`src/rtl/scan_tap_pkg.sv`:
```
package scan_tap_pkg;

  typedef enum logic [3:0] {
    ST_TLR, ST_RTI,
    ST_SEL_DR, ST_CAP_DR, ST_SH_DR, ST_EX1_DR, ST_PA_DR, ST_EX2_DR, ST_UP_DR,
    ST_SEL_IR, ST_CAP_IR, ST_SH_IR, ST_EX1_IR, ST_PA_IR, ST_EX2_IR, ST_UP_IR
  } tap_state_e;

  localparam int unsigned IR_W = 3;
  localparam logic [IR_W-1:0] IR_EXTEST  = 3'b000;
  localparam logic [IR_W-1:0] IR_SAMPLE  = 3'b010;
  localparam logic [IR_W-1:0] IR_BYPASS  = 3'b111;
  localparam logic [IR_W-1:0] IR_CAPTURE = 3'b001;

  function automatic tap_state_e tap_next(input tap_state_e s, input logic m);
    tap_state_e n;
    case (s)
      ST_TLR:    n = m ? ST_TLR    : ST_RTI;
      ST_RTI:    n = m ? ST_SEL_DR : ST_RTI;
      ST_SEL_DR: n = m ? ST_SEL_IR : ST_CAP_DR;
      ST_CAP_DR: n = m ? ST_EX1_DR : ST_SH_DR;
      ST_SH_DR:  n = m ? ST_EX1_DR : ST_SH_DR;
      ST_EX1_DR: n = m ? ST_UP_DR  : ST_PA_DR;
      ST_PA_DR:  n = m ? ST_EX2_DR : ST_PA_DR;
      ST_EX2_DR: n = m ? ST_UP_DR  : ST_SH_DR;
      ST_UP_DR:  n = m ? ST_SEL_DR : ST_RTI;
      ST_SEL_IR: n = m ? ST_TLR    : ST_CAP_IR;
      ST_CAP_IR: n = m ? ST_EX1_IR : ST_SH_IR;
      ST_SH_IR:  n = m ? ST_EX1_IR : ST_SH_IR;
      ST_EX1_IR: n = m ? ST_UP_IR  : ST_PA_IR;
      ST_PA_IR:  n = m ? ST_EX2_IR : ST_PA_IR;
      ST_EX2_IR: n = m ? ST_UP_IR  : ST_SH_IR;
      ST_UP_IR:  n = m ? ST_SEL_DR : ST_RTI;
      default:   n = ST_TLR;
    endcase
    return n;
  endfunction

endpackage

```
`src/rtl/scan_tap_fsm.sv`:
```
module scan_tap_fsm
  import scan_tap_pkg::*;
(
  input  logic       tck_i,
  input  logic       rst_ni,
  input  logic       tms_i,
  output tap_state_e state_o
);

  tap_state_e state_q;

  always_ff @(posedge tck_i or negedge rst_ni) begin
    if (!rst_ni) state_q <= ST_TLR;
    else         state_q <= tap_next(state_q, tms_i);
  end

  assign state_o = state_q;

  // consecutive high mode-select edges, saturating at five
  logic [2:0] ones_q;
  always_ff @(posedge tck_i or negedge rst_ni) begin
    if (!rst_ni)           ones_q <= '0;
    else if (!tms_i)       ones_q <= '0;
    else if (ones_q != 3'd5) ones_q <= ones_q + 3'd1;
  end


  five_ones_tlr_chk: assert property (@(posedge tck_i) disable iff (!rst_ni)
    (ones_q == 3'd5) |-> (state_q == ST_TLR));


  sel_ir_exit_chk: assert property (@(posedge tck_i) disable iff (!rst_ni)
    (state_q == ST_SEL_IR && !tms_i) |=> (state_q == ST_CAP_IR));

endmodule

```
`src/rtl/scan_tap_ir.sv`:
```
module scan_tap_ir
  import scan_tap_pkg::*;
(
  input  logic       tck_i,
  input  logic       rst_ni,
  input  logic       tdi_i,
  input  tap_state_e state_i,
  output logic       ir_tdo_o,
  output logic       sel_extest_o,
  output logic       sel_sample_o,
  output logic       sel_bypass_o
);

  logic [IR_W-1:0] ir_sh_q;
  logic [IR_W-1:0] ir_q;

  always_ff @(posedge tck_i or negedge rst_ni) begin
    if (!rst_ni) begin
      ir_sh_q <= IR_CAPTURE;
    end else begin
      case (state_i)
        ST_CAP_IR: ir_sh_q <= IR_CAPTURE;
        ST_SH_IR:  ir_sh_q <= {tdi_i, ir_sh_q[IR_W-1:1]};
        default:   ;
      endcase
    end
  end

  // active instruction changes on the falling edge only
  always_ff @(negedge tck_i or negedge rst_ni) begin
    if (!rst_ni)                  ir_q <= IR_BYPASS;
    else if (state_i == ST_TLR)   ir_q <= IR_BYPASS;
    else if (state_i == ST_UP_IR) ir_q <= ir_sh_q;
  end

  assign ir_tdo_o     = ir_sh_q[0];
  assign sel_extest_o = (ir_q == IR_EXTEST);
  assign sel_sample_o = (ir_q == IR_SAMPLE);
  assign sel_bypass_o = !(sel_extest_o || sel_sample_o);


  ir_bypass_in_tlr_chk: assert property (@(posedge tck_i) disable iff (!rst_ni)
    (state_i == ST_TLR) |-> (ir_q == IR_BYPASS));


  ir_hold_chk: assert property (@(posedge tck_i) disable iff (!rst_ni)
    (state_i != ST_UP_IR && state_i != ST_TLR) |-> $stable(ir_q));

endmodule

```
`src/rtl/scan_tap_bsr.sv`:
```
module scan_tap_bsr
  import scan_tap_pkg::*;
#(
  parameter int unsigned         BSR_LEN      = 8,
  parameter int unsigned         NUM_PINS     = 6,
  parameter logic [BSR_LEN-1:0]  CELL_DEFAULT = '0
) (
  input  logic                tck_i,
  input  logic                rst_ni,
  input  logic                tdi_i,
  input  tap_state_e          state_i,
  input  logic                sel_i,
  input  logic [NUM_PINS-1:0] pin_i,
  output logic                bsr_tdo_o,
  output logic [BSR_LEN-1:0]  preload_o
);

  logic [BSR_LEN-1:0] cap_vec;
  logic [BSR_LEN-1:0] sh_q;
  logic [BSR_LEN-1:0] upd_q;

  for (genvar i = 0; i < BSR_LEN; i++) begin : g_cell
    if (i < NUM_PINS) begin : g_pin
      assign cap_vec[i] = pin_i[i];
    end else begin : g_nopin
      assign cap_vec[i] = CELL_DEFAULT[i];
    end
  end

  always_ff @(posedge tck_i or negedge rst_ni) begin
    if (!rst_ni) begin
      sh_q <= '0;
    end else if (sel_i) begin
      case (state_i)
        ST_CAP_DR: sh_q <= cap_vec;
        ST_SH_DR:  sh_q <= {tdi_i, sh_q[BSR_LEN-1:1]};
        default:   ;
      endcase
    end
  end

  always_ff @(negedge tck_i or negedge rst_ni) begin
    if (!rst_ni)                          upd_q <= '0;
    else if (sel_i && state_i == ST_UP_DR) upd_q <= sh_q;
  end

  assign bsr_tdo_o = sh_q[0];
  assign preload_o = upd_q;


  preload_hold_chk: assert property (@(posedge tck_i) disable iff (!rst_ni)
    (state_i != ST_UP_DR || !sel_i) |-> $stable(upd_q));

endmodule

```
`src/rtl/scan_tap.sv`:
```
module scan_tap
  import scan_tap_pkg::*;
#(
  parameter int unsigned         BSR_LEN      = 8,
  parameter int unsigned         NUM_PINS     = 6,
  parameter logic [BSR_LEN-1:0]  CELL_DEFAULT = '0
) (
  input  logic                tck_i,
  input  logic                rst_ni,
  input  logic                tms_i,
  input  logic                tdi_i,
  output logic                tdo_o,
  output logic                tdo_en_o,
  input  logic [NUM_PINS-1:0] pin_i,
  output logic [NUM_PINS-1:0] core_o,
  output logic [BSR_LEN-1:0]  preload_o
);

  tap_state_e state;
  logic ir_tdo, bsr_tdo;
  logic sel_extest, sel_sample, sel_bypass, sel_bsr;
  logic byp_q;
  logic tdo_d, tdo_q, tdo_en_q;

  scan_tap_fsm u_fsm (
    .tck_i   (tck_i),
    .rst_ni  (rst_ni),
    .tms_i   (tms_i),
    .state_o (state)
  );

  scan_tap_ir u_ir (
    .tck_i        (tck_i),
    .rst_ni       (rst_ni),
    .tdi_i        (tdi_i),
    .state_i      (state),
    .ir_tdo_o     (ir_tdo),
    .sel_extest_o (sel_extest),
    .sel_sample_o (sel_sample),
    .sel_bypass_o (sel_bypass)
  );

  assign sel_bsr = sel_extest || sel_sample;

  scan_tap_bsr #(
    .BSR_LEN      (BSR_LEN),
    .NUM_PINS     (NUM_PINS),
    .CELL_DEFAULT (CELL_DEFAULT)
  ) u_bsr (
    .tck_i     (tck_i),
    .rst_ni    (rst_ni),
    .tdi_i     (tdi_i),
    .state_i   (state),
    .sel_i     (sel_bsr),
    .pin_i     (pin_i),
    .bsr_tdo_o (bsr_tdo),
    .preload_o (preload_o)
  );

  always_ff @(posedge tck_i or negedge rst_ni) begin
    if (!rst_ni)                              byp_q <= 1'b0;
    else if (state == ST_CAP_DR)              byp_q <= 1'b0;
    else if (state == ST_SH_DR && sel_bypass) byp_q <= tdi_i;
  end

  always_comb begin
    tdo_d = 1'b0;
    if (state == ST_SH_IR)      tdo_d = ir_tdo;
    else if (state == ST_SH_DR) tdo_d = sel_bsr ? bsr_tdo : byp_q;
  end

  always_ff @(negedge tck_i or negedge rst_ni) begin
    if (!rst_ni) begin
      tdo_q    <= 1'b0;
      tdo_en_q <= 1'b0;
    end else begin
      tdo_q    <= tdo_d;
      tdo_en_q <= (state == ST_SH_DR) || (state == ST_SH_IR);
    end
  end

  assign tdo_o    = tdo_q;
  assign tdo_en_o = tdo_en_q;
  // core is never isolated, whatever the instruction
  assign core_o   = pin_i;


  tdo_en_shift_chk: assert property (@(posedge tck_i) disable iff (!rst_ni)
    tdo_en_o |-> (state == ST_SH_DR || state == ST_SH_IR));


  bypass_first_zero_chk: assert property (@(posedge tck_i) disable iff (!rst_ni)
    (state == ST_SH_DR && $past(state) == ST_CAP_DR && sel_bypass) |-> (tdo_o == 1'b0));

endmodule

```
`config.mk`:
```
export PLATFORM = sky130hd
export DESIGN_NAME = scan_tap
export DESIGN_NICKNAME = d
export VERILOG_FILES = /design/src/rtl/scan_tap_pkg.sv /design/src/rtl/scan_tap_fsm.sv /design/src/rtl/scan_tap_ir.sv /design/src/rtl/scan_tap_bsr.sv /design/src/rtl/scan_tap.sv
export SDC_FILE = /design/constraint.sdc
export NUM_CORES = 1
export LEC_CHECK = 0
export ABC_CLOCK_PERIOD_IN_PS = 4550
export BUFFER_PORTS_ARGS = -buffer_cell sky130_fd_sc_hd__buf_2
export CAP_MARGIN = 5
export CORE_MARGIN = 3
export CORE_UTILIZATION = 59
export CTS_CLUSTER_DIAMETER = 30
export DETAILED_ROUTE_END_ITERATION = 10
export PLACE_DENSITY = 0.83
export SYNTH_ARGS = -nofsm -noshare
export SYNTH_HDL_FRONTEND = slang
export SYNTH_HIERARCHICAL = 1
export SYNTH_SLANG_ARGS = --single-unit
```
`constraint.sdc`:
```
create_clock -name tck_i -period 4.55 [get_ports tck_i]
set_input_delay 0.455 -clock tck_i [delete_from_list [all_inputs] [get_ports tck_i]]
set_output_delay 0.455 -clock tck_i [all_outputs]
set_load 0.005 [all_outputs]
```
== Word-level counts from Yosys, hierarchy flattened ==
Cells that the tools add are included.

* Eq/ne operators: 16
* Reduce and logical (&&, ||, !) cells: 15
* Mux-type cells: 22

{| class="wikitable"
|+ Operators by type and width
! kind !! count
|-
| $pmux W4 S12 || 1
|-
| $eq A4 B4 Y1 const B || 8
|-
| $eq A4 B3 Y1 const B || 4
|-
| $mux W4 || 4
|-
| $pmux W8 S2 || 1
|-
| $mux W3 || 4
|-
| $eq A4 B2 Y1 const B || 2
|-
| $mux W1 || 8
|-
| $reduce_bool A2 Y1 || 4
|-
| $mux W2 || 3
|-
| $pmux W3 S2 || 1
|-
| $eq A4 B1 Y1 const B || 1
|-
| $logic_not A4 Y1 || 1
|-
| $reduce_or A2 Y1 || 2
|-
| $eq A3 B2 Y1 const B || 1
|-
| $logic_not A3 Y1 || 1
|-
| $reduce_or A3 Y1 || 1
|-
| $logic_and A1 B1 Y1 || 2
|-
| $logic_or A1 B1 Y1 || 2
|-
| $reduce_and A2 Y1 || 1
|-
| $logic_not A1 Y1 || 1
|}

* Input bits: 10
* Output and inout bits: 16
* Word-level logic and storage cells: 61
* Register bits after elaboration: 29

== Depth between registers and ports, before layout ==
Gate-level depths: netlist of the first run.

* Depth after elaboration: 6
* Mapped depth: 6

== Hierarchy ==
The synthesis of the first run kept the hierarchy.

{| class="wikitable"
|+ Modules (own cells, without submodules)
! module !! cells each !! times used !! sequential area each (um^2) !! area an instance (um^2)
|-
| scan_tap_bsr || 49 || 1 || 400.4 || 740.7
|-
| scan_tap_fsm || 40 || 1 || 100.1 || 315.3
|-
| scan_tap_ir || 33 || 1 || 155.1 || 299.0
|-
| scan_tap || 21 || 1 || 75.1 || 206.4
|}

==> impl_metrics.env, run 1 <==
export IMPL_status="finished, final reports clean"
export IMPL_syn_inst=143
export IMPL_post_cts_buffers=0
export IMPL_netlist_area_um2=1560
export IMPL_maxSlewViolCount=0
export IMPL_rr_worst_depth=6
export IMPL_chipWidth_um=57.4
export IMPL_setup_violations=0
export IMPL_numPlacedInstances=192
export IMPL_antenna_left=0
export IMPL_clock_latency_ns=0.38
export IMPL_drt_wl_total_um=3080
export IMPL_path_clk_slew_ns=0.10
export IMPL_cts_tree="built"
export IMPL_setup_slack_ns=0.483
export IMPL_grt_pass1_wl_um=5450
export IMPL_gp_congestion=0.762
export IMPL_peakVddDrop_mv=0.362
export IMPL_drt_iter0_drc=36
export IMPL_relSlewSlack_pct=58.3
export IMPL_wl_per_cell_um=15.2
export IMPL_slowest_stage="dfstp_2"
export IMPL_synth_seq_cells=29
export IMPL_rr_endpoint="u_bsr/sh_q[4]"
export IMPL_hold_viol_final=0
export IMPL_grt_overflow=0
export IMPL_core_um2=2500
export IMPL_timing_rr_start="u_ir/ir_q[0]"
export IMPL_vias_per_cell=5.64
export IMPL_antennaDiodeCount=0
export IMPL_start_util_pct=62.5
export IMPL_pin_count=26
export IMPL_place_ws_ns=0.506
export IMPL_total_power_mw=0.855
export IMPL_stdcell_count=202
export IMPL_cp_max_fo=8
export IMPL_cts_buffers=5
export IMPL_regArea_um2=731
export IMPL_critPathArrivalTime_ns=4.29
export IMPL_synth_seq_area_share_pct=46.8
export IMPL_fill_cells=177
export IMPL_synthArstFlopShare_pct=100
export IMPL_setup_tns_ns=0
export IMPL_synth_distinct_cells=40
export IMPL_synth_edf_count=0
export IMPL_hold_path_class="in2async"
export IMPL_synthTopCellsByCount="mux2_2 (20), dfrtp_1 (15), nand2_1 (14)"
export IMPL_synth_area_leader_cell="dfrtp_1"
export IMPL_cp_common_cell="or2_2"
export IMPL_cts_root_buf="clkbuf_4"
export IMPL_dpl_cell_area_um2=1680
export IMPL_utilization_pct=70.2
export IMPL_r2r_setup_slack_ns=0.48
export IMPL_finalInstanceArea_um2=1750
export IMPL_end_kind="register"
export IMPL_num_vias=1140
export IMPL_rows=18
export IMPL_die_y_um=57.4
export IMPL_syn_num_nets=153
export IMPL_worst_slew_pin_slew_ns=0.620
export IMPL_cts_sinks=29
export IMPL_fin_skew_ns=0.0676
export IMPL_critPathMaxStageDelay_ns=0.37
export IMPL_grt_pass1_vias=1200
export IMPL_synthFlopType="dfrtp_1"
export IMPL_rsz0062_at_grt="no"
export IMPL_dp_hpwl_um=2150
export IMPL_worst_setup_path_start_kind="register"
export IMPL_power_leakage_nw=0.868
export IMPL_area_delta_synth_final_pct=12.3
export IMPL_fp_dieArea_um2=3300
export IMPL_holdBufCountCts=0
export IMPL_clk_path_buf_depth=2
export IMPL_post_cts_resized=0
export IMPL_critPathRequiredTime_ns=4.77
export IMPL_track_usage_pct=21.4
export IMPL_fin_nets=181
export IMPL_synth_most_common_cell="mux2_2"
export IMPL_first_pass_iters=4
export IMPL_ys_warn_count=6
export IMPL_crit_path_cell_trace="or2_2 -> nor2_1 -> or2_2 -> nand2b_1 -> a21oi_4 -> mux2_2"
export IMPL_worstSetupPathType="reg2reg"
export IMPL_multi_input_area_um2=733
export IMPL_grt_max_degree=30
export IMPL_drive_gt1_share_pct=40.7
export IMPL_hold_slack_ns=0.127
export IMPL_synth_top_area_share_pct=24.0
export IMPL_synthTopCellsByArea="dfrtp_1 (24%), dfrtn_1 (16%), mux2_2 (14%)"
export IMPL_route_detailed_drc=0
export IMPL_htree_levels=2
export IMPL_power_density_nw_per_um2=487
export IMPL_synth_area_per_cell_um2=10.9
export IMPL_drv_cap=0
export IMPL_portBuffers=25
export IMPL_antenna_found_initial=0
flip-flops by register name, summed over array words and instances (netlist names):
register         flops
u_ir/ir_q            3
byp_q                1
u_bsr/preload_o      8
u_bsr/sh_q           8
u_fsm/state_o        4
u_ir/ir_sh_q         3
tdo_o                1
tdo_en_o             1
per-layer routing:
layer,vias up,share of wire [%],GRT usage [%]
li1,557,-,-
met1,561,44,24.7
met2,20,51,38.4
met3,2,3.7,6.11
met4,0,0.94,5.96
met5,-,0,0
power by group:
| part | switching (mW) | internal [mW] | leakage, nW | total (mW) |
|---|---|---|---|---|
| Sequential | 0.0333 | 0.309 | 0.377 | 0.342 |
| Combinational | 0.197 | 0.140 | 0.441 | 0.337 |
| Clock | 0.0982 | 0.0776 | 0.0502 | 0.176 |
| Total | 0.329 | 0.526 | 0.868 | 0.855 |
worst max path at each step:
stage	cells after the start	start	slack, ns	end
after floorplan	6	u_ir/ir_q[2]	0.64	u_bsr/sh_q[0]
after global routing	6	u_ir/ir_q[2]	0.38	u_bsr/sh_q[1]
after CTS	6	u_ir/ir_q[0]	0.47	u_bsr/sh_q[4]
after global placement	6	u_ir/ir_q[2]	0.56	u_bsr/sh_q[5]
final	6	u_ir/ir_q[0]	0.48	u_bsr/sh_q[4]
after detailed placement	6	u_ir/ir_q[2]	0.51	u_bsr/sh_q[4]
final cells by class:
| cell class | count | share of cell area (%) |
|---|---|---|
| inverters | 6 | 1.28 |
| clock inverters | 5 | 1.36 |
| repair buffers | 29 | 8.84 |
| well taps | 30 | 2.14 |
| flip-flops and latches | 29 | 41.7 |
| multi-input cells | 97 | 41.8 |
| clock buffers | 6 | 2.92 |
logic make-up after synthesis:
logic type             Yosys count  share of synthesized area, %
flip-flops                      29                          46.8
AND/OR/NAND/NOR                 50                          20.2
AO/OA/AOI/OAI                   24                          10.4
XOR/XNOR                         1                         0.561
multiplexers                    22                          15.8
buffers and inverters           17                          6.25
layout by cell type, fill, tap and decap left out, types with 2 or more instances in the layout:
cell,count
a22oi_1,3
dfrtp_1,15
nand3_1,4
dfstp_2,4
inv_1,9
mux2_2,20
buf_4,4
dfrtn_1,10
buf_2,25
nor3b_1,2
clkbuf_4,5
o22ai_1,2
nor2b_1,4
nand2_1,14
or2_2,2
o21ai_0,10
nand2b_1,4
nor2_1,7
nand3b_1,3
a21oi_1,2
critical path, delay by kind of cell (launching register included):
family             cells  cell delay [ns]
and+or+nand+nor        4             0.64
DFF                    1             0.37
AOI/OAI and AO/OA      1             0.25
muxes                  1             0.37
Note: power is estimated with default switching activity, not from simulation.
==> run 2: changes to the inputs <==
--- a/config.mk
+++ b/config.mk
@@ -8,7 +8,7 @@
 export ABC_CLOCK_PERIOD_IN_PS = 4550
 export BUFFER_PORTS_ARGS = -buffer_cell sky130_fd_sc_hd__buf_2
 export CAP_MARGIN = 5
-export CORE_MARGIN = 3
+export CORE_MARGIN = 4
 export CORE_UTILIZATION = 59
 export CTS_CLUSTER_DIAMETER = 30
 export DETAILED_ROUTE_END_ITERATION = 10
==> run 2 against run 1 <==
Effect of this change:
- critical endpoint unchanged
- non-clock buffer count did not move
- largest cell class unchanged
- sequential share of layout area rose by 0.089 points
- global-route usage fell by 1.5 points
==> impl_metrics.env, run 2 (synthesis gave the netlist of run 1 again) <==
export IMPL_status="finished, final reports clean"
export IMPL_relSlewSlack_pct=58.7
export IMPL_holdBufCountCts=0
export IMPL_clk_path_buf_depth=2
export IMPL_stdcell_count=202
export IMPL_rsz0062_at_grt="no"
export IMPL_track_usage_pct=20.0
export IMPL_post_cts_buffers=0
export IMPL_setup_tns_ns=0
export IMPL_first_pass_iters=4
export IMPL_clock_latency_ns=0.38
export IMPL_rows=18
export IMPL_layout_commonest_cell="buf_2"
export IMPL_combinationalPowerShare_pct=39.4
export IMPL_wl_per_cell_um=15.2
export IMPL_p_seq_share_pct=40.5
export IMPL_htree_levels=2
export IMPL_core_um2=2500
export IMPL_chipWidth_um=59.4
export IMPL_peakVddDrop_mv=0.353
export IMPL_critPathRequiredTime_ns=4.76
export IMPL_multi_input_area_um2=733
export IMPL_worstSetupPathType="reg2reg"
export IMPL_die_y_um=59.4
export IMPL_rr_worst_depth=6
export IMPL_cts_tree="built"
export IMPL_end_kind="register"
export IMPL_fp_dieArea_um2=3530
export IMPL_setup_violations=0
export IMPL_fill_cells=195
export IMPL_cts_buffers=5
export IMPL_clkPwrFrac_pct=20.1
export IMPL_num_vias=1156
export IMPL_antenna_left=0
export IMPL_hold_path_class="in2async"
export IMPL_drv_cap=0
export IMPL_cp_max_fo=8
export IMPL_maxSlewViolCount=0
export IMPL_drt_wl_total_um=3070
export IMPL_start_util_pct=62.5
export IMPL_hold_viol_final=0
export IMPL_route_detailed_drc=0
export IMPL_drt_iter0_drc=40
export IMPL_power_leakage_nw=0.869
export IMPL_final_cell_mix="buf_2 (25), mux2_2 (20), dfrtp_1 (15)"
export IMPL_numPlacedInstances=192
export IMPL_fin_skew_ns=0.0696
export IMPL_power_density_nw_per_um2=485
export IMPL_path_clk_slew_ns=0.09
export IMPL_antenna_found_initial=0
export IMPL_worst_setup_path_start_kind="register"
export IMPL_antennaDiodeCount=0
export IMPL_critPathArrivalTime_ns=4.30
export IMPL_portBuffers=25
export IMPL_grt_overflow=0
export IMPL_regArea_um2=731
export IMPL_drive_gt1_share_pct=40.1
export IMPL_cts_sinks=29
export IMPL_power_switching_mw=0.322
export IMPL_post_cts_resized=0
export IMPL_cts_root_buf="clkbuf_4"
export IMPL_gp_congestion=0.781
export IMPL_pin_count=26
export IMPL_p_int_mw=0.527
export IMPL_grt_pass1_wl_um=5110
export IMPL_swShare_pct=37.9
export IMPL_grt_pass1_vias=1131
export IMPL_area_delta_synth_final_pct=12.1
export IMPL_dp_hpwl_um=2190
export IMPL_worst_slew_pin_slew_ns=0.620
export IMPL_vias_per_cell=5.72
export IMPL_grt_max_degree=30
export IMPL_fin_nets=181
## run 2: changes by cell type in the layout (fill, tap and decap cells not counted)
cell        previous run  this run
clkinvlp_4             1         0
clkbuf_1               0         1
## run 2: power groups by stage
stage               Clock, mW  Sequential [mW]  Combinational, mW
floorplan             0.00548            0.384              0.208
global placement      0.00548            0.346              0.317
detailed placement    0.00548            0.348              0.333
CTS                     0.178            0.344              0.334
global route            0.189            0.348              0.372
finish                  0.171            0.343              0.334
## run 2: per-layer routing
layer / track usage (%) / vias up / share of wire (%)
met5: 0 / - / 0
met2: 32.8 / 36 / 49
met3: 6.54 / 8 / 5.5
met1: 23.3 / 549 / 43
li1: - / 563 / -
met4: 9.71 / 0 / 2.6
## run 2: through the flow
| stage | utilization, % | power (mW) | area [µm²] | setup slack [ns] | hold WS, ns |
|---|---|---|---|---|---|
| after floorplan | - | 0.597 | 1560 | 0.639 | 0.159 |
| after global placement | 67.3 | 0.668 | 1680 | 0.568 | 0.443 |
| after detailed placement | 67.3 | 0.687 | 1680 | 0.507 | 0.453 |
| after CTS | 70.0 | 0.855 | 1750 | 0.475 | 0.130 |
| after global routing | 70.0 | 0.908 | 1750 | 0.373 | 0.152 |
| final | 70.0 | 0.848 | 1750 | 0.469 | 0.132 |
## run 2: final cells by class
type	count	area share, %
flip-flops and latches	29	41.7
repair buffers	29	8.86
well taps	30	2.14
inverters	6	1.29
clock inverters	4	0.929
clock buffers	7	3.15
multi-input cells	97	41.9
## run 2: worst max-delay path: stages (launching register included)
cell and delay [ns]:
dfstp_2 0.36, or2_2 0.31, nor2_1 0.08, or2_2 0.17
nand2b_1 0.10, a21oi_4 0.25, mux2_2 0.38
## run 2: path summary, 6_finish.rpt
path                                    start  slack [ns]            endpoint
max                              u_ir/ir_q[2]        0.47       u_bsr/sh_q[4]
min                                    rst_ni        0.13       u_bsr/sh_q[1]
max reg2reg                      u_ir/ir_q[2]        0.47       u_bsr/sh_q[4]
min reg2reg                u_bsr/preload_o[7]        0.45  u_bsr/preload_o[7]
max in group asynchronous              rst_ni        1.78        u_ir/ir_q[0]
min in group tck_i                      tdi_i        0.39               byp_q
==> run 3: changes to the inputs <==
--- a/config.mk
+++ b/config.mk
@@ -13,6 +13,7 @@
 export CTS_CLUSTER_DIAMETER = 30
 export DETAILED_ROUTE_END_ITERATION = 10
 export PLACE_DENSITY = 0.83
+export REMOVE_ABC_BUFFERS = 1
 export SYNTH_ARGS = -nofsm -noshare
 export SYNTH_HDL_FRONTEND = slang
 export SYNTH_HIERARCHICAL = 1
==> run 3 against run 2 <==
Effect of this change:
- non-clock buffer count is the same
- critical path type unchanged
- clock skew shrank 0.021 ns
- largest power group unchanged
- via count is essentially flat
- combinational power is essentially flat
==> impl_metrics.env, run 3 (synthesis gave the netlist of run 1 again) <==
export IMPL_end_kind="register"
export IMPL_core_um2=2500
export IMPL_final_cell_mix="buf_2 (25), mux2_2 (20), dfrtp_1 (15)"
export IMPL_rows=18
export IMPL_critPathArrivalTime_ns=4.29
export IMPL_drt_wl_total_um=2970
export IMPL_fin_skew_ns=0.0481
export IMPL_combinationalPowerShare_pct=40.0
export IMPL_num_vias=1155
export IMPL_cts_tree="built"
export IMPL_critical_path_top_delay_family="simple AND/OR/NAND/NOR gates"
export IMPL_power_leakage_nw=0.863
export IMPL_htree_levels=2
export IMPL_clk_path_buf_depth=2
export IMPL_critPathMaxStageDelay_ns=0.38
export IMPL_grt_pass1_vias=1157
export IMPL_hold_slack_ns=0.135
export IMPL_dp_hpwl_um=2140
export IMPL_holdBufCountCts=0
export IMPL_die_y_um=59.4
export IMPL_wl_per_cell_um=14.7
export IMPL_critPathRequiredTime_ns=4.77
export IMPL_finalInstanceArea_um2=1740
export IMPL_antennaDiodeCount=0
export IMPL_portBuffers=25
export IMPL_status="finished, final reports clean"
export IMPL_total_power_mw=0.836
export IMPL_fp_dieArea_um2=3530
export IMPL_clock_latency_ns=0.36
export IMPL_cts_sinks=29
export IMPL_cp_common_cell="or2_2"
export IMPL_cp_max_fo=8
export IMPL_worst_path_buf_inv=0
export IMPL_r2r_setup_slack_ns=0.48
export IMPL_utilization_pct=69.7
export IMPL_crit_path_cell_trace="or2_2 -> nor2_1 -> or2_2 -> nand2b_1 -> a21oi_4 -> mux2_2"
export IMPL_numPlacedInstances=192
export IMPL_drive_gt1_share_pct=39.5
export IMPL_cts_buffers=5
export IMPL_power_density_nw_per_um2=479
export IMPL_worst_slew_pin_slew_ns=0.622
export IMPL_relSlewSlack_pct=58.5
export IMPL_gp_congestion=0.794
export IMPL_grt_max_degree=30
export IMPL_drt_iter0_drc=52
export IMPL_vias_per_cell=5.72
export IMPL_grt_overflow=0
export IMPL_worst_setup_path_start_kind="register"
export IMPL_maxSlewViolCount=0
export IMPL_power_switching_mw=0.316
export IMPL_path_clk_slew_ns=0.09
export IMPL_start_util_pct=62.5
export IMPL_cts_root_buf="clkbuf_4"
export IMPL_slowest_stage="mux2_2"
export IMPL_hold_viol_final=0
export IMPL_antenna_found_initial=0
export IMPL_post_cts_buffers=0
export IMPL_p_seq_share_pct=40.9
export IMPL_drv_cap=0
export IMPL_area_delta_synth_final_pct=11.6
export IMPL_grt_pass1_wl_um=4970
export IMPL_rsz0062_at_grt="no"
export IMPL_fin_nets=181
export IMPL_setup_violations=0
export IMPL_worstSetupPathType="reg2reg"
export IMPL_peakVddDrop_mv=0.296
export IMPL_pin_count=26
export IMPL_post_cts_resized=0
export IMPL_layout_commonest_cell="buf_2"
export IMPL_route_detailed_drc=0
export IMPL_antenna_left=0
export IMPL_clkPwrFrac_pct=19.1
export IMPL_p_int_mw=0.519
export IMPL_hold_path_class="in2async"
export IMPL_track_usage_pct=19.0
export IMPL_chipWidth_um=59.4
export IMPL_dpl_cell_area_um2=1680
export IMPL_first_pass_iters=4
export IMPL_place_ws_ns=0.515
export IMPL_setup_slack_ns=0.484
export IMPL_setup_tns_ns=0
export IMPL_stdcell_count=202
export IMPL_swShare_pct=37.9
==> run 3: cell types whose count changed in the layout (fill, tap and decap cells not counted) <==
cell / before / now
clkbuf_4: 5 / 6
clkbuf_1: 1 / 2
clkinv_2: 1 / 0
clkbuf_8: 1 / 0
==> run 3: path summary, 6_finish.rpt <==
check	startpoint	endpoint	cells after the start
max in group asynchronous	rst_ni	u_ir/ir_q[2]	1
hold / removal	rst_ni	u_bsr/sh_q[6]	1
setup reg to reg	u_ir/ir_q[2]	u_bsr/sh_q[4]	6
hold reg to reg	u_bsr/preload_o[0]	u_bsr/preload_o[0]	1
min in group tck_i	tdi_i	byp_q	2
setup / recovery	u_ir/ir_q[2]	u_bsr/sh_q[4]	6
==> run 3: metal layers <==
layer / part of all wire (%) / wire (µm) / vias to the layer above / GRT usage (%)
met5: 0 / 0 / - / 0
met3: 4.5 / 135 / 11 / 4.14
met2: 52 / 1530 / 32 / 32.6
met4: 2.7 / 79 / 0 / 10.7
li1: - / - / 556 / -
met1: 41 / 1220 / 556 / 21.5
==> run 3: layout make-up <==
class	instances	area, µm²
clock buffers	8	52.6
clock inverters	3	11.3
fillers	198	757
inverters	6	22.5
multi-input cells	97	733
flip-flops and latches	29	731
well taps	30	37.5
repair buffers	29	155
==> run 3: power groups by stage <==
stage,clock network (mW),logic [mW],registers (mW)
after floorplan,0.00548,0.172,0.404
after global placement,0.00548,0.316,0.344
after detailed placement,0.00548,0.336,0.347
after CTS,0.163,0.336,0.342
after global routing,0.178,0.371,0.348
final,0.159,0.335,0.342
==> run 3: worst reg2reg max path, delay by kind of cell (launching register included) <==
| kind | cells | cell delay [ns] |
|---|---|---|
| DFF | 1 | 0.36 |
| and+or+nand+nor | 4 | 0.66 |
| AOI/OAI and AO/OA | 1 | 0.25 |
| muxes | 1 | 0.38 |
